--- src/rtl/dau_pkg.sv ---
package dau_pkg;
   localparam int unsigned DIGIT_W = 4;
   localparam int unsigned DIGITS  = 2;
   localparam int unsigned ACC_W   = DIGIT_W * DIGITS;
   localparam int unsigned OUT_W   = ACC_W + 6;

   localparam logic [DIGIT_W-1:0] DIGIT_LIMIT = 4'hA;
   localparam logic [DIGIT_W-1:0] DIGIT_FIX   = 4'h6;
   localparam logic [ACC_W-1:0]   THR_LOW_BIG = 8'h90;
   localparam logic [ACC_W-1:0]   THR_LOW_OK  = 8'hA0;

   typedef struct packed {
      logic s;
      logic z;
      logic h;
      logic pv;
      logic n;
      logic c;
   } dau_flags_t;

   function automatic logic even_ones(input logic [ACC_W-1:0] v);
      logic p;
      p = 1'b1;
      for (int i = 0; i < ACC_W; i++) p = p ^ v[i];
      return p;
   endfunction
endpackage

--- src/rtl/dau_corr.sv ---
module dau_corr
   import dau_pkg::*;
(
   input  logic [ACC_W-1:0] acc,
   input  logic             h_flag,
   input  logic             c_flag,
   output logic [ACC_W-1:0] corr,
   output logic             hi_applied
);
   logic             lo_big;
   logic             lo_need;
   logic [ACC_W-1:0] thr;

   always_comb begin
      lo_big     = (acc[DIGIT_W-1:0] >= DIGIT_LIMIT);
      lo_need    = lo_big | h_flag;
      thr        = lo_big ? THR_LOW_BIG : THR_LOW_OK;
      hi_applied = c_flag | (acc >= thr);
      corr       = '0;
      if (lo_need)    corr[DIGIT_W-1:0]       = DIGIT_FIX;
      if (hi_applied) corr[ACC_W-1:DIGIT_W]   = DIGIT_FIX;
   end

   always_comb begin
      AST_CORR_SHAPE: assert ((corr & 8'h99) == 8'h00);
      if (h_flag) AST_H_FORCES_LO: assert (corr[DIGIT_W-1:0] == DIGIT_FIX);
      if (acc >= THR_LOW_OK) AST_TOP_FORCES_HI: assert (hi_applied);
   end
endmodule

--- src/rtl/dau_apply.sv ---
module dau_apply
   import dau_pkg::*;
(
   input  logic [ACC_W-1:0] acc,
   input  logic [ACC_W-1:0] corr,
   input  logic             n_flag,
   output logic [ACC_W-1:0] result,
   output logic             s_flag,
   output logic             z_flag,
   output logic             h_flag,
   output logic             pv_flag
);
   logic [ACC_W-1:0] addend;

   always_comb begin
      addend  = n_flag ? (~corr + 1'b1) : corr;
      result  = acc + addend;
      s_flag  = result[ACC_W-1];
      z_flag  = (result == '0);
      h_flag  = acc[DIGIT_W] ^ result[DIGIT_W];
      pv_flag = even_ones(result);
   end

   always_comb begin
      if (corr == '0) AST_NO_CORR_IDENTITY: assert (result == acc);
      if (!n_flag && corr[DIGIT_W-1:0] == '0)
         AST_ADD_LOW_KEPT: assert (result[DIGIT_W-1:0] == acc[DIGIT_W-1:0]);
   end
endmodule

--- src/rtl/dau_outreg.sv ---
module dau_outreg #(
   parameter int unsigned W       = 14,
   parameter bit          REG_OUT = 1'b1
) (
   input  logic         clk,
   input  logic         rst_n,
   input  logic         en,
   input  logic [W-1:0] d,
   output logic [W-1:0] q
);
   generate
      if (REG_OUT) begin : g_reg
         logic [W-1:0] q_r;
         always_ff @(posedge clk or negedge rst_n) begin
            if (!rst_n)  q_r <= '0;
            else if (en) q_r <= d;
         end
         assign q = q_r;

         AST_HOLD_WHEN_IDLE: assert property (@(posedge clk) disable iff (!rst_n)
            !en |=> $stable(q));
         AST_LOAD_WHEN_EN: assert property (@(posedge clk) disable iff (!rst_n)
            en |=> (q == $past(d)));
      end else begin : g_comb
         assign q = d;
      end
   endgenerate
endmodule

--- src/rtl/dec_adjust_unit.sv ---
module dec_adjust_unit
   import dau_pkg::*;
#(
   parameter bit REG_OUT = 1'b1
) (
   input  logic             clk,
   input  logic             rst_n,
   input  logic             en,
   input  logic [ACC_W-1:0] acc_in,
   input  logic             h_in,
   input  logic             c_in,
   input  logic             n_in,
   output logic [ACC_W-1:0] acc_out,
   output logic             s_out,
   output logic             z_out,
   output logic             h_out,
   output logic             pv_out,
   output logic             n_out,
   output logic             c_out
);
   generate
      if (DIGIT_W != 4 || DIGITS != 2) begin : g_bad_size
         $error("decimal adjust rules are defined for two 4-bit digits");
      end
   endgenerate

   logic [ACC_W-1:0] corr;
   logic             hi_applied;
   logic [ACC_W-1:0] result;
   dau_flags_t       fl;
   logic [OUT_W-1:0] pack_d;
   logic [OUT_W-1:0] pack_q;

   dau_corr u_corr (
      .acc        (acc_in),
      .h_flag     (h_in),
      .c_flag     (c_in),
      .corr       (corr),
      .hi_applied (hi_applied)
   );

   dau_apply u_apply (
      .acc     (acc_in),
      .corr    (corr),
      .n_flag  (n_in),
      .result  (result),
      .s_flag  (fl.s),
      .z_flag  (fl.z),
      .h_flag  (fl.h),
      .pv_flag (fl.pv)
   );

   assign fl.n = n_in;
   assign fl.c = hi_applied | c_in;

   assign pack_d = {result, fl};

   dau_outreg #(.W(OUT_W), .REG_OUT(REG_OUT)) u_out (
      .clk   (clk),
      .rst_n (rst_n),
      .en    (en),
      .d     (pack_d),
      .q     (pack_q)
   );

   assign acc_out = pack_q[OUT_W-1:6];
   assign s_out   = pack_q[5];
   assign z_out   = pack_q[4];
   assign h_out   = pack_q[3];
   assign pv_out  = pack_q[2];
   assign n_out   = pack_q[1];
   assign c_out   = pack_q[0];

   always_comb begin
      if (c_in) AST_CARRY_KEPT: assert (fl.c);
      if (corr[ACC_W-1:DIGIT_W] != '0) AST_CARRY_FORCED: assert (fl.c);
      AST_SIGN_FROM_RESULT: assert (fl.s == result[ACC_W-1]);
   end
endmodule

--- config.mk ---
export PLATFORM = sky130hd
export DESIGN_NAME = dec_adjust_unit
export DESIGN_NICKNAME = d
export VERILOG_FILES = /design/src/rtl/dau_pkg.sv /design/src/rtl/dau_corr.sv /design/src/rtl/dau_apply.sv /design/src/rtl/dau_outreg.sv /design/src/rtl/dec_adjust_unit.sv
export SDC_FILE = /design/constraint.sdc
export NUM_CORES = 1
export LEC_CHECK = 0
export BUFFER_PORTS_ARGS = -buffer_cell sky130_fd_sc_hd__buf_2
export CAP_MARGIN = 10
export CORE_ASPECT_RATIO = 1.2
export CORE_UTILIZATION = 53
export CTS_BUF_LIST = sky130_fd_sc_hd__clkbuf_8 sky130_fd_sc_hd__clkbuf_16
export DETAILED_ROUTE_END_ITERATION = 8
export GPL_TIMING_DRIVEN = 0
export PLACE_DENSITY = 0.86
export SLEW_MARGIN = 10
export SYNTH_ARGS = -nofsm -noshare
export SYNTH_HDL_FRONTEND = slang
export SYNTH_HIERARCHICAL = 1
export SYNTH_SLANG_ARGS = --single-unit
export TNS_END_PERCENT = 20
--- constraint.sdc ---
create_clock -name clk -period 0.8 [get_ports clk]
set_input_delay 0.08 -clock clk [delete_from_list [all_inputs] [get_ports clk]]
set_output_delay 0.08 -clock clk [all_outputs]
set_load 0.005 [all_outputs]
### Yosys cells after proc, flatten, opt, wreduce, memory -nomap -nowiden

Cells that the tools add are included.

* flip-flop bits (word level): 14
* output and inout bits: 14
* word-level logic and storage cells: 23

* add/subtract/negate cells: 2
* order comparisons: 2
* muxes and demuxes: 4
* bitwise gates (word level): 13
* reductions and logical operators: 1

Operators by type and width (number)
* $add 8x1->8 const B: 1
* $add 8x8->8: 1
* $ge 8x8->1: 1
* $logic_not 8->1: 1
* $mux 8: 1
* $not 7->8: 1
* $xor 1x1->1: 8
* $mux 3: 2
* $mux 6: 1
* $ge 4x4->1 const B: 1
* $or 1x1->1: 3
* $not 1->1: 1

### Longest topological paths before layout

Gate-level depths: netlist (run 1).

* depth in word-level cells: 17
* depth in mapped cells: 16
* gate-level depth less buffers: 15

### Hierarchy

The synthesis (run 1) kept the hierarchy.

By module, submodules not included
* dau_apply: instances 1, cells an instance 63, area each 551.8 sq um, sequential area each 0.0 sq um
* dau_outreg: instances 1, cells an instance 29, area each 519.2 sq um, sequential area each 350.3 sq um
* dau_corr: instances 1, cells an instance 20, area each 155.1 sq um, sequential area each 0.0 sq um
* dec_adjust_unit: instances 1, cells an instance 1, area each 6.3 sq um, sequential area each 0.0 sq um

### Worst setup path after synthesis (run 1)

Ideal clock, no wire load.

* path kind: input -> register
* start point: in acc_in[2]
* end point: reg u_out.g_reg.q_r[2] (netlist: u_out/q[2])
* arrival: 3160 ps
* slack: -2485 ps
* stages on the path: 15
* cells stage by stage: o21a_1 ha_1 inv_1 o21ai_1 a221o_1 buf_4 or3_1 o21ai_1 xnor2_1 ha_1 a21oi_1 o21ai_1 xnor2_2 xnor3_1 mux2_2

RTL lines
* start: declaration: RTL line dec_adjust_unit.sv:9 `input logic [ACC_W-1:0] acc_in,`
* end signal: assignment: RTL line dau_outreg.sv:15 `if (!rst_n) q_r <= '0;`
* end signal: assignment: RTL line dau_outreg.sv:16 `else if (en) q_r <= d;`
* end: declaration: RTL line dau_outreg.sv:13 `logic [W-1:0] q_r;`

==> results of run 1 <==
[repair_timing]
item	in CTS	in global routing
cloned	0	0
buffers inserted	6	10
resized for setup	19	27
endpoints found under the setup margin	26	26
pin swaps	14	10
endpoints found under the hold margin	14	0
hold buffers	1	0
[routing by layer]
layer  global-route usage [%]  up-vias  share of wire (%)
met4                     12.3        0                1.9
li1                         -      484                  -
met3                     6.27        6                3.3
met2                     50.7       37                 56
met1                     27.4      533                 39
met5                        0        -                  0
[worst min-delay path, cell delays in order]
cell    delay [ns]
buf_2         0.09
or2_1         0.09
mux2_2        0.14
[cells by family (layout without fill, tap and decap cells)]
family,count (synthesis),in the layout
buf+inv,17,64
simple gates,19,19
xor+xnor,18,18
other cells,1,4
mux,14,14
fa+ha+maj,13,13
flops,14,14
compound gates,17,17
[per-stage QoR]
stage	instance area, um2	worst slack [ns]	util, %	setup TNS [ns]	std cells
2_1_floorplan	1250	-2.47	-	-20.10	116
3_3_place_gp	1430	-2.78	67.3	-23.50	173
3_5_place_dp	1430	-2.92	67.3	-24.58	173
4_1_cts	1620	-2.44	76.4	-21.21	184
5_1_grt	1840	-2.60	86.9	-23.41	193
6_report	1840	-2.55	86.9	-22.42	193
[report_power, final]
group | switching, W | internal [W]
registers | 0.000120 | 0.000933
logic | 0.00107 | 0.00155
clock network | 0.000258 | 0.000437
total | 0.00145 | 0.00292
[cell type report]
class | instances | area, um2 | share of cell area [%]
multi-input cells | 85 | 993 | 54.0
well taps | 30 | 37.5 | 2.04
clock buffers | 4 | 55.1 | 2.99
inverters | 7 | 28.8 | 1.56
repair buffers | 43 | 289 | 15.7
flip-flops and latches | 14 | 350 | 19.0
plain buffers | 10 | 86.3 | 4.69
[placed cells by master, fill, tap and decap left out, types with 3 or more instances in the layout]
| master | instances |
|---|---|
| xnor2_1 | 7 |
| ha_1 | 6 |
| xnor2_2 | 6 |
| clkbuf_8 | 4 |
| buf_4 | 18 |
| mux2_4 | 4 |
| mux2_2 | 10 |
| buf_2 | 25 |
| dfrtp_1 | 14 |
| conb_1 | 4 |
| a21oi_1 | 3 |
| nand2_1 | 4 |
| buf_6 | 8 |
| o21ai_2 | 3 |
| ha_4 | 5 |
| inv_1 | 4 |
[final timing paths]
path                                          endpoint  slack [ns]
worst max-delay path            u_out/q[2]$_DFFE_PN0P_       -2.55
worst min-delay path            u_out/q[0]$_DFFE_PN0P_        0.18
worst max register to register  u_out/q[7]$_DFFE_PN0P_        0.01
worst min register to register  u_out/q[9]$_DFFE_PN0P_        0.51
max in group asynchronous       u_out/q[0]$_DFFE_PN0P_        0.29
min in group asynchronous       u_out/q[7]$_DFFE_PN0P_        0.26
[synth_stat cells, drive strengths merged, types with 2 or more instances]
cell type / count
xor2: 2
nor4b: 2
xnor2: 14
ha: 12
nand2b: 2
or3: 2
inv: 7
o21ai: 5
a21oi: 5
nand2: 6
a21o: 2
o31ai: 2
buf: 10
or2: 2
xnor3: 2
dfrtp: 14
mux2: 14
nand3: 2
==> results.sh, run 1 <==
export IMPL_status="finished, violations left"
export IMPL_violations="setup timing"
export IMPL_drive_above_1_share_pct=64.4
export IMPL_r2r_start="u_out/q[7]$_DFFE_PN0P_"
export IMPL_crit_family="XOR/XNOR gates"
export IMPL_hold_path_class="input port to flop"
export IMPL_gr_total_overflow=0
export IMPL_drtPass1Iterations=4
export IMPL_die_h_um=54.8
export IMPL_fin_worst_skew_ns=0
export IMPL_synth_cell_types=34
export IMPL_max_cap_violations=0
export IMPL_area_growth_pct=49.3
export IMPL_synth_top_cell_by_area="dfrtp_1"
export IMPL_grt_pass1_vias=1021
export IMPL_synth_seq_cells=14
export IMPL_drt_total_wl_mm=3.78
export IMPL_core_um2=2120
export IMPL_dp_hpwl_mm=1.95
export IMPL_cellLeakagePower_nw=0.863
export IMPL_rsz0062_at_grt="yes"
export IMPL_grt_total_usage_pct=26.9
export IMPL_synth_seq_area_share_pct=28.4
export IMPL_syn_inst=113
export IMPL_rr_worst_depth=1
export IMPL_critical_path_slowest_cell="fa_2"
export IMPL_syn_area_um2=1230
export IMPL_muxShareOfSynthArea_pct=12.8
export IMPL_critPathMaxStageDelay_ns=0.61
export IMPL_critPathMaxFanout=3
export IMPL_synthXorXnorAreaFrac_pct=16.9
export IMPL_hold_ws_ns=0.180
export IMPL_synth_fa_ha_area_share_pct=13.8
export IMPL_antenna_cells=0
export IMPL_required_ns=0.93
export IMPL_hold_depth=3
export IMPL_cts_root_buf="clkbuf_8"
export IMPL_grt_max_degree=15
export IMPL_cts_tree="built"
export IMPL_finalHoldViolCount=0
export IMPL_dr_first_iter_drc_count=13
export IMPL_crit_arrival_ns=3.49
export IMPL_cp_startpoint="acc_in[1]"
export IMPL_synth_area_top_cells="dfrtp_1, mux2_2, ha_1, xnor2_1, buf_4"
export IMPL_htree_levels=1
export IMPL_cts_clk_slew_worst_paths_ns=0.05
export IMPL_die_area_um2=2520
export IMPL_cp_cell_sequence="buf_8, o21a_4, or2_4, buf_6, inv_4, ha_4, nand2_2, o21ai_2, fa_2, inv_2, ha_4, xnor2_2, xnor3_1, xnor2_1, xnor3_1, mux2_4"
export IMPL_total_power_w=0.00437
export IMPL_grt_pass1_wl_mm=4.59
export IMPL_setup_viol=26
export IMPL_routabilityCongestion=0.771
export IMPL_vias=1060
export IMPL_period_share_pct=419
export IMPL_rows=18
export IMPL_worst_path_stages=16
export IMPL_async_reset_ff_share_pct=100
export IMPL_route_detailed_drc=0
export IMPL_synth_top_area_share_pct=28.4
export IMPL_critPathCaptureType="flop"
export IMPL_die_w_um=46.0
export IMPL_min_from="c_in"
export IMPL_ant_nets=0
export IMPL_fillers=108
export IMPL_clockBufferDepth=2
export IMPL_ys_flop_type="dfrtp_1"
export IMPL_cp_buffers_inverters=4
export IMPL_cts_sinks=14
export IMPL_nNetsFinal=191
export IMPL_cts_buffers=3
export IMPL_grt_antenna_before_repair=0
export IMPL_synth_compound_area_share_pct=9.75
export IMPL_synth_area_per_cell_um2=10.9
export IMPL_synthSimpleGateAreaFrac_pct=9.54
export IMPL_ios=28
export IMPL_ir_drop_mv=2.47
export IMPL_synth_top_family_by_area="XOR/XNOR gates"
export IMPL_start_util_pct=58.2
export IMPL_startpoint_type="input port"
export IMPL_clock_latency_ns=0.25
export IMPL_powerDensity_nw_per_um2=2380
export IMPL_final_max_slew_viol_count=0
export IMPL_vias_per_cell=5.49
export IMPL_path_class="input port to flop"
export IMPL_largest_reg_flops=14
export IMPL_setup_slack_ns=-2.55
export IMPL_synth_warnings=6
export IMPL_synth_edf_count=0
export IMPL_layout_min_cycle_time_ns=3.35
export IMPL_wire_per_inst_um=19.6
export IMPL_clock_fmax_mhz=298
export IMPL_port_buffers=27
Note: power is estimated with default switching activity, not from simulation.
==> inputs of run 2 (changes only) <==
--- a/config.mk
+++ b/config.mk
@@ -8,11 +8,12 @@
 export BUFFER_PORTS_ARGS = -buffer_cell sky130_fd_sc_hd__buf_2
 export CAP_MARGIN = 10
 export CORE_ASPECT_RATIO = 1.2
-export CORE_UTILIZATION = 53
+export CORE_UTILIZATION = 50
 export CTS_BUF_LIST = sky130_fd_sc_hd__clkbuf_8 sky130_fd_sc_hd__clkbuf_16
 export DETAILED_ROUTE_END_ITERATION = 8
 export GPL_TIMING_DRIVEN = 0
-export PLACE_DENSITY = 0.86
+export MAX_ROUTING_LAYER = met4
+export PLACE_DENSITY = 0.82
 export SLEW_MARGIN = 10
 export SYNTH_ARGS = -nofsm -noshare
 export SYNTH_HDL_FRONTEND = slang
==> run 2 against run 1 <==
Against the previous run: the flow still finishes with violations (setup timing); register-to-register slack about the same; hold slack better by 0.021 ns; sequential power hardly changed; combinational power about the same; die area rose by 5.8%; first-iteration DRC count increased by 46%; count of clock-buffer cells in the layout unchanged; cell area up 4.8%; global-route usage is 2.0 points lower; highest routed layer unchanged; critical path depth decreased by 1; clock skew unchanged.
==> results.sh, run 2 (synthesized netlist as in run 1, its figures left out) <==
export IMPL_final_area_um2=1930
export IMPL_critPathMaxFanout=2
export IMPL_drt_total_wl_mm=3.51
export IMPL_clockBufferDepth=2
export IMPL_vias_per_cell=5.28
export IMPL_required_ns=0.92
export IMPL_die_area_um2=2670
export IMPL_nNetsFinal=191
export IMPL_status="finished, violations left"
export IMPL_hold_path_class="input port to flop"
export IMPL_violations="setup timing"
export IMPL_start_util_pct=53.4
export IMPL_period_share_pct=404
export IMPL_cts_sinks=14
export IMPL_drtPass1Iterations=4
export IMPL_layout_commonest_cell="buf_2"
export IMPL_rsz0062_at_grt="yes"
export IMPL_mostFrequentLayoutCells="buf_2, buf_4, dfrtp_1"
export IMPL_grt_pass1_vias=1041
export IMPL_fillers=133
export IMPL_setup_viol=26
export IMPL_gr_total_overflow=0
export IMPL_grt_total_usage_pct=25.0
export IMPL_setup_tns_ns=-21.42
export IMPL_regArea_um2=350
export IMPL_port_buffers=27
export IMPL_grt_antenna_before_repair=0
export IMPL_ios=28
export IMPL_cts_clk_slew_worst_paths_ns=0.06
export IMPL_final_max_slew_viol_count=0
export IMPL_cts_root_buf="clkbuf_8"
export IMPL_grtUsageMet2_pct=41.5
export IMPL_setup_slack_ns=-2.43
export IMPL_clock_fmax_mhz=309
export IMPL_finalHoldViolCount=0
export IMPL_rows=19
export IMPL_startpoint_type="input port"
export IMPL_die_w_um=47.3
export IMPL_die_h_um=56.4
export IMPL_multiInputGateArea_um2=1070
export IMPL_grt_pass1_wl_mm=4.59
export IMPL_ant_nets=0
export IMPL_vias=1024
export IMPL_core_um2=2310
export IMPL_powerDensity_nw_per_um2=2260
export IMPL_wire_per_inst_um=18.1
export IMPL_dpl_cell_area_um2=1430
export IMPL_cts_buffers=3
export IMPL_ir_drop_mv=2.65
export IMPL_max_cap_violations=0
export IMPL_critPathCaptureType="flop"
export IMPL_largest_reg_flops=14
export IMPL_area_growth_pct=56.5
export IMPL_routabilityCongestion=0.874
export IMPL_antenna_cells=0
export IMPL_drive_above_1_share_pct=67.5
export IMPL_fin_worst_skew_ns=0
export IMPL_path_class="input port to flop"
export IMPL_gr_usage_met3_pct=3.86
export IMPL_grt_max_degree=15
export IMPL_dp_hpwl_mm=1.82
export IMPL_met1_usage_pct=28.3
export IMPL_htree_levels=1
export IMPL_clock_latency_ns=0.24
export IMPL_layout_min_cycle_time_ns=3.23
export IMPL_cellLeakagePower_nw=0.896
export IMPL_crit_arrival_ns=3.35
export IMPL_busiest_layer="met2"
export IMPL_route_detailed_drc=0
export IMPL_dr_first_iter_drc_count=19
export IMPL_cts_tree="built"
## run 2: cell counts in the layout (fill, tap and decap cells not counted)
No cell type changed its count.
## run 2: per-layer routing
metal,up-vias,part of all wire (%),routed length (um)
met5,-,0,0
met4,0,4.1,144
met3,16,2.7,96
met2,31,56,1970
met1,496,37,1300
li1,481,-,-
## run 2: final cells by class
cell class                      count  share of cell area [%]
Multi-Input combinational cell     85                    55.6
Sequential cell                    14                    18.2
Timing Repair Buffer               43                    15.1
Buffer                             10                    4.67
Clock buffer                        4                    2.85
Tap cell                           31                    2.01
Inverter                            7                    1.62
## run 2: worst max-delay path, stage by stage
cell	delay, ns
buf_8	0.09
o21a_1	0.21
or2_4	0.27
buf_6	0.12
or3_4	0.39
nand2_4	0.12
xnor2_4	0.11
ha_4	0.26
a21oi_2	0.15
nand2_2	0.10
xor2_2	0.19
xnor3_1	0.46
xnor2_2	0.16
xnor3_1	0.40
mux2_4	0.26
## run 2: worst paths after layout
path	startpoint	end	slack, ns	cells past startpoint
max in group asynchronous	rst_n	u_out/q[4]$_DFFE_PN0P_	0.27	2
hold reg to reg	u_out/q[8]$_DFFE_PN0P_	u_out/q[8]$_DFFE_PN0P_	0.51	1
setup reg to reg	u_out/q[12]$_DFFE_PN0P_	u_out/q[12]$_DFFE_PN0P_	0	1
min in group asynchronous	rst_n	u_out/q[3]$_DFFE_PN0P_	0.30	2
setup / recovery	acc_in[2]	u_out/q[2]$_DFFE_PN0P_	-2.43	15
hold / removal	c_in	u_out/q[0]$_DFFE_PN0P_	0.20	3
## run 2: report_power, final
group | internal (W) | total (W) | switching, W
sequential | 0.000933 | 0.00106 | 0.000123
clock | 0.000435 | 0.000670 | 0.000235
combinational | 0.00159 | 0.00263 | 0.00105
## run 2: metrics by stage
step           hold WS, ns  total power (W)  instances  setup WS (ns)  utilization [%]
4_1_cts              0.181          0.00381        187          -2.36             74.2
6_report             0.201          0.00436        194          -2.43             83.7
3_5_place_dp      -0.00847          0.00278        174          -2.84             61.9
2_1_floorplan       -0.216          0.00232        116          -2.47                -
3_3_place_gp       -0.0237          0.00271        174          -2.77             61.9
5_1_grt              0.198          0.00460        194          -2.50             83.7
## run 2: repair_timing
action	in CTS	in global routing
pin swaps	16	23
hold buffers	1	0
resized for setup	32	30
hold endpoints to repair	14	0
buffers inserted	8	8
setup endpoints to repair	26	26
